$ cat config.mk
export PLATFORM = sky130hd
export DESIGN_NAME = pdiv_bank
export DESIGN_NICKNAME = d
export VERILOG_FILES = /design/src/rtl/pdiv_pkg.sv /design/src/rtl/pdiv_regs.sv /design/src/rtl/pdiv_chan.sv /design/src/rtl/pdiv_bank.sv
export SDC_FILE = /design/constraint.sdc
export NUM_CORES = 1
export LEC_CHECK = 0
export CAP_MARGIN = 20
export CELL_PAD_IN_SITES_DETAIL_PLACEMENT = 1
export CELL_PAD_IN_SITES_GLOBAL_PLACEMENT = 2
export CORE_MARGIN = 8
export CORE_UTILIZATION = 32
export DETAILED_ROUTE_END_ITERATION = 7
export GPL_ROUTABILITY_DRIVEN = 0
export PLACE_DENSITY = 0.86
export SLEW_MARGIN = 15
export SYNTH_ARGS = -nofsm -noshare
export SYNTH_HDL_FRONTEND = slang
export SYNTH_SLANG_ARGS = --single-unit
$ cat constraint.sdc
create_clock -name clk -period 2.2 [get_ports clk]
set_input_delay 0.44 -clock clk [delete_from_list [all_inputs] [get_ports clk]]
set_output_delay 0.44 -clock clk [all_outputs]
set_load 0.03 [all_outputs]
$ cat src/rtl/pdiv_pkg.sv
package pdiv_pkg;
    localparam int NUM_DIV  = 4;
    localparam int RATIO_W  = 5;
    localparam int ADDR_W   = 12;
    localparam int DATA_W   = 32;
    localparam int EN_BIT   = 15;

    localparam logic [ADDR_W-1:0] CMD_ADDR  = 12'h138;
    localparam logic [ADDR_W-1:0] STAT_ADDR = 12'h13C;

    typedef struct packed {
        logic               en;
        logic [RATIO_W-1:0] div;   // ratio minus one
    } ratio_t;

    localparam ratio_t RATIO_RST = '{en: 1'b1, div: '0};

    function automatic logic [ADDR_W-1:0] div_addr(int idx);
        case (idx)
            0:       return 12'h118;
            1:       return 12'h11C;
            2:       return 12'h160;
            default: return 12'h164;
        endcase
    endfunction

    function automatic ratio_t word_to_ratio(logic [DATA_W-1:0] w);
        ratio_t r;
        r.en  = w[EN_BIT];
        r.div = w[RATIO_W-1:0];
        return r;
    endfunction

    function automatic logic [DATA_W-1:0] ratio_to_word(ratio_t r);
        logic [DATA_W-1:0] w;
        w              = '0;
        w[EN_BIT]      = r.en;
        w[RATIO_W-1:0] = r.div;
        return w;
    endfunction
endpackage

$ cat src/rtl/pdiv_regs.sv
module pdiv_regs
    import pdiv_pkg::*;
(
    input  logic                       clk,
    input  logic                       rst,
    input  logic                       bus_wr,
    input  logic [ADDR_W-1:0]          bus_addr,
    input  logic [DATA_W-1:0]          bus_wdata,
    input  logic                       busy,
    output ratio_t [NUM_DIV-1:0]       staged,
    output logic                       commit,
    output logic [DATA_W-1:0]          bus_rdata
);
    ratio_t [NUM_DIV-1:0] pending;
    logic   [NUM_DIV-1:0] hit;
    logic                 cmd_wr;

    for (genvar g = 0; g < NUM_DIV; g++) begin : g_dec
        assign hit[g] = (bus_addr == div_addr(g));
    end

    assign cmd_wr = bus_wr && (bus_addr == CMD_ADDR) && bus_wdata[0];
    assign commit = cmd_wr && !busy;

    always_ff @(posedge clk) begin
        if (rst) begin
            pending <= {NUM_DIV{RATIO_RST}};
            staged  <= {NUM_DIV{RATIO_RST}};
        end else begin
            for (int i = 0; i < NUM_DIV; i++) begin
                if (bus_wr && hit[i]) pending[i] <= word_to_ratio(bus_wdata);
            end
            if (commit) staged <= pending;
        end
    end

    always_comb begin
        bus_rdata = '0;
        for (int i = 0; i < NUM_DIV; i++) begin
            if (hit[i]) bus_rdata = ratio_to_word(pending[i]);
        end
        if (bus_addr == STAT_ADDR) bus_rdata[0] = busy;
    end

    // A command arriving mid-transition must leave the snapshot alone
    assert_busy_go_ignored_R6: assert property (@(posedge clk) disable iff (rst)
        (cmd_wr && busy) |=> $stable(staged));

    // Ordinary divider writes never reach the snapshot
    assert_pending_only_R7: assert property (@(posedge clk) disable iff (rst)
        (bus_wr && bus_addr != CMD_ADDR) |=> $stable(staged));
endmodule

$ cat src/rtl/pdiv_chan.sv
module pdiv_chan
    import pdiv_pkg::*;
(
    input  logic   clk,
    input  logic   rst,
    input  logic   commit,
    input  ratio_t staged,
    output logic   pulse,
    output logic   switching
);
    ratio_t             active;
    logic [RATIO_W-1:0] cnt;
    logic               wrap;

    assign wrap      = (cnt == active.div);
    assign pulse     = active.en && wrap;

    always_ff @(posedge clk) begin
        if (rst) begin
            active    <= RATIO_RST;
            cnt       <= '0;
            switching <= 1'b0;
        end else begin
            if (wrap) begin
                cnt <= '0;
                if (switching) begin
                    active    <= staged;
                    switching <= 1'b0;
                end
            end else begin
                cnt <= cnt + 1'b1;
            end
            if (commit) switching <= 1'b1;
        end
    end

    // A switch completes only at the end of a terminal-count cycle
    assert_switch_at_wrap_R4: assert property (@(posedge clk) disable iff (rst)
        $fell(switching) |-> $past(cnt == active.div));

    // Without a pending switch the active ratio is frozen
    assert_active_frozen_R2: assert property (@(posedge clk) disable iff (rst)
        !switching |=> $stable(active));

    // Counter never leaves the period window
    assert_cnt_range_R9: assert property (@(posedge clk) disable iff (rst)
        cnt <= active.div);

    // Disabled channel stays silent
    assert_disabled_quiet_R8: assert property (@(posedge clk) disable iff (rst)
        !active.en |-> !pulse);
endmodule

$ cat src/rtl/pdiv_bank.sv
module pdiv_bank
    import pdiv_pkg::*;
(
    input  logic               clk,
    input  logic               rst,
    input  logic               bus_wr,
    input  logic [ADDR_W-1:0]  bus_addr,
    input  logic [DATA_W-1:0]  bus_wdata,
    output logic [DATA_W-1:0]  bus_rdata,
    output logic [NUM_DIV-1:0] clk_en_out
);
    ratio_t [NUM_DIV-1:0] staged;
    logic   [NUM_DIV-1:0] switching;
    logic                 commit;
    logic                 busy;

    assign busy = |switching;

    pdiv_regs u_regs (
        .clk       (clk),
        .rst       (rst),
        .bus_wr    (bus_wr),
        .bus_addr  (bus_addr),
        .bus_wdata (bus_wdata),
        .busy      (busy),
        .staged    (staged),
        .commit    (commit),
        .bus_rdata (bus_rdata)
    );

    for (genvar g = 0; g < NUM_DIV; g++) begin : g_chan
        pdiv_chan u_chan (
            .clk       (clk),
            .rst       (rst),
            .commit    (commit),
            .staged    (staged[g]),
            .pulse     (clk_en_out[g]),
            .switching (switching[g])
        );
    end

    // An accepted command raises the status on the following cycle
    assert_busy_after_commit_R3: assert property (@(posedge clk) disable iff (rst)
        commit |=> busy);

    // Status can only rise through an accepted command
    assert_busy_rise_cause_R6: assert property (@(posedge clk) disable iff (rst)
        $rose(busy) |-> $past(commit));
endmodule

==> results.sh <==
export IMPL_status="completed"
export IMPL_timing_rr_start="g_chan[1].u_chan.switching$_SDFFE_PP0P_"
export IMPL_met2_usage=0.235
export IMPL_wl_mm=12.2
export IMPL_synth_seq_cells=96
export IMPL_routedWlPerCell_um=16.3
export IMPL_place_hpwl_mm=8.45
export IMPL_cts_buffer_depth=2
export IMPL_root_buffer="clkbuf_16"
export IMPL_r2r_end="g_chan[1].u_chan.switching$_SDFFE_PP0P_"
export IMPL_nFillCells=1597
export IMPL_ant_nets=0
export IMPL_crit_arrival_ns=1.74
export IMPL_use_met3=0.0230
export IMPL_holdBufCountCts=0
export IMPL_grt_busiest_layer="met2"
export IMPL_drt_pass1_iterations=4
export IMPL_cts_sinks=96
export IMPL_cts_tree="yes"
export IMPL_final_area_um2=5570
export IMPL_via_per_inst=4.86
export IMPL_grt_ovfl_total=0
export IMPL_power_density_nw_per_um2=655
export IMPL_max_slew_margin=0.571
export IMPL_clk_pin_slew_ns=0.06
export IMPL_tightest_slew_ns=0.640
export IMPL_finalSetupTns_ns=0
export IMPL_whs_path_depth=1
export IMPL_yosysSeqAreaShare=0.420
export IMPL_first_global_vias=3956
export IMPL_antenna_found_initial=0
export IMPL_drc_errors=0
export IMPL_htree_num_levels=3
export IMPL_met1_usage=0.168
export IMPL_numCtsBuffers=9
export IMPL_grt_pass1_wl_mm=20.4
export IMPL_ioPinCount=83
export IMPL_grtUsageTotal=0.136
export IMPL_holdWs_ns=0.468
export IMPL_crit_path_end_kind="output pin"
export IMPL_yosysTopAreaCell="dfxtp_1"
export IMPL_die_area_um2=18400
export IMPL_num_vias=3642
export IMPL_row_count=43
export IMPL_fin_nets=616
export IMPL_layout_drive_gt1_share=0.162
export IMPL_port_buffers=30
export IMPL_ir_worst_vdd_mv=0.298
export IMPL_slowest_stage="nor3b_4"
export IMPL_report_final_slew_viol_count=0
export IMPL_grt_max_degree=85
export IMPL_worstPathMaxFanout=3
export IMPL_syn_to_final_growth_pct=21.9
export IMPL_synthTopCellsByArea="dfxtp_1, mux2i_1, nand3_1"
export IMPL_synth_avg_cell_area_um2=8.83
export IMPL_fp_dieH_um=136
export IMPL_synth_cell_type_count=39
export IMPL_placed_cell_area_um2=5070
export IMPL_register_area_um2=1920
export IMPL_fp_dieW_um=136
export IMPL_rsz0062_at_grt="yes"
export IMPL_setup_viol=0
export IMPL_power_leakage_nw=2.00
export IMPL_drt_iter0_drc=136
export IMPL_max_freq_mhz=460
export IMPL_drv_cap=0
export IMPL_reg2reg_depth=5
export IMPL_reg2reg_setup_slack_ns=0.54
export IMPL_core_area_um2=13900
export IMPL_path_class="in -> out"
export IMPL_hold_end="u_regs.staged[5]$_SDFFE_PP1P_"
export IMPL_initial_core_util=0.328
export IMPL_diodes=0
export IMPL_fin_skew_ns=0.00620
export IMPL_yosys_warnings=0
export IMPL_period_share=0.989
export IMPL_synth_main_ff_cell="dfxtp_1"
export IMPL_finalHoldViolCount=0
export IMPL_synth_cells=518
export IMPL_holdCritStartpoint="u_regs.staged[5]$_SDFFE_PP1P_"
export IMPL_multi_input_area_um2=2400
export IMPL_clk_latency_ns=0.34
export IMPL_yosys_area_top_type_share=0.420
export IMPL_crit_top_cell="buf_4"
export IMPL_critPathRequiredTime_ns=1.76
export IMPL_netlist_area_um2=4570
export IMPL_post_route_min_period_ns=2.18
export IMPL_synth_edf_count=0
export IMPL_crit_path_start_kind="primary input"
export IMPL_worstHoldPathType="reg -> reg"
export IMPL_crit_path_max_incr_delay_ns=0.24
export IMPL_async_flop_share=0
export IMPL_crit_chain="clkdlybuf4s15_1, nor3b_4, buf_4, buf_4, and4_1, a22oi_2, o2bb2ai_2, buf_6"
metrics by stage:
| stage | cells | util | setup slack, ns | power (mW) |
|---|---|---|---|---|
| after floorplan | 543 | - | 0.0779 | 1.94 |
| after global placement | 720 | 0.364 | -0.218 | 1.98 |
| after detailed placement | 720 | 0.364 | -0.249 | 1.98 |
| after CTS | 745 | 0.397 | 0.0184 | 3.66 |
| after global routing | 749 | 0.400 | -0.0362 | 3.76 |
| final | 749 | 0.400 | 0.0240 | 3.65 |
per-layer routing:
metal / vias up / share of wire
li1: 1823 / -
met1: 1764 / 0.48
met2: 47 / 0.49
met3: 8 / 0.024
met4: 0 / 0.0085
met5: - / 0
area by class of cell:
| class | count | area share |
|---|---|---|
| clock inverter | 3 | 0.0117 |
| timing repair buffer | 72 | 0.117 |
| clock buffer | 12 | 0.0460 |
| inverter | 13 | 0.00876 |
| multi-input combinational | 373 | 0.431 |
| sequential | 96 | 0.345 |
| tap | 180 | 0.0404 |
kinds of logic after synthesis:
| logic type | share of synthesized area |
|---|---|
| and+or+nand+nor | 0.211 |
| DFF | 0.420 |
| other | 0.000820 |
| adders and majority gates | 0.0109 |
| buffers and inverters | 0.0930 |
| AOI/OAI and AO/OA | 0.128 |
| xor gates and xnor gates | 0.0613 |
| muxes | 0.0747 |
registers in the layout, summed over array words and instances (netlist names):
name and cells:
g_chan.u_chan.active 24, u_regs.pending 24, u_regs.staged 24, g_chan.u_chan.cnt 20, g_chan.u_chan.switching 4
report_power, final:
part / switching (mW) / total, mW / internal, mW / leakage, nW
combinational: 0.140 / 0.211 / 0.0708 / 1.07
sequential: 0.0000625 / 1.74 / 1.74 / 0.773
clock: 0.650 / 1.70 / 1.05 / 0.159
total: 0.790 / 3.65 / 2.86 / 2.00
cells in the final DEF, fill, tap and decap left out, types with 13 or more instances in the layout:
cell type / instances
a21oi_1: 41
buf_4: 37
conb_1: 26
dfxtp_1: 96
inv_1: 13
mux2i_1: 31
nand2b_1: 40
nand3_1: 57
nor2_1: 30
o21ai_0: 44
xnor2_1: 24
synth_stat cells, types with 3 or more instances:
| master | n |
|---|---|
| buf_6 | 3 |
| clkbuf_1 | 20 |
| xnor2_1 | 24 |
| a21oi_1 | 41 |
| nor3_2 | 4 |
| o22ai_1 | 9 |
| buf_2 | 7 |
| inv_1 | 13 |
| nand2_1 | 8 |
| xor2_1 | 8 |
| mux2i_1 | 33 |
| nand2b_1 | 40 |
| nand3_1 | 57 |
| nand4_1 | 3 |
| a211o_1 | 4 |
| dfxtp_1 | 96 |
| o21ai_0 | 45 |
| ha_1 | 4 |
| nand3b_1 | 5 |
| buf_4 | 31 |
| and3_1 | 4 |
| nor3_1 | 5 |
| o21bai_1 | 4 |
| nor2_1 | 30 |
| nor3b_2 | 3 |
how the worst max path moves through the flow:
stage | slack, ns | start | to | depth (start not counted)
6_report | 0.02 | bus_addr[7] | bus_rdata[0] | 8
5_1_grt | -0.04 | bus_addr[7] | bus_rdata[0] | 8
4_1_cts | 0.02 | bus_addr[10] | bus_rdata[15] | 6
3_5_place_dp | -0.25 | bus_addr[8] | bus_rdata[0] | 7
3_3_place_gp | -0.22 | bus_addr[5] | bus_rdata[15] | 7
2_1_floorplan | 0.08 | bus_addr[9] | bus_rdata[1] | 4
critical path, delay by kind of cell:
kind / cells / cell delay, ns
AOI/OAI and AO/OA: 2 / 0.24
and+or+nand+nor: 2 / 0.44
buffers and inverters: 4 / 0.60
timing repair:
action	in CTS	in global routing
setup endpoints to repair	9	9
gates cloned	1	0
pin swaps	11	7
gates resized for setup	38	17
setup buffers	9	4
Note: power is estimated with default switching activity, not from simulation.
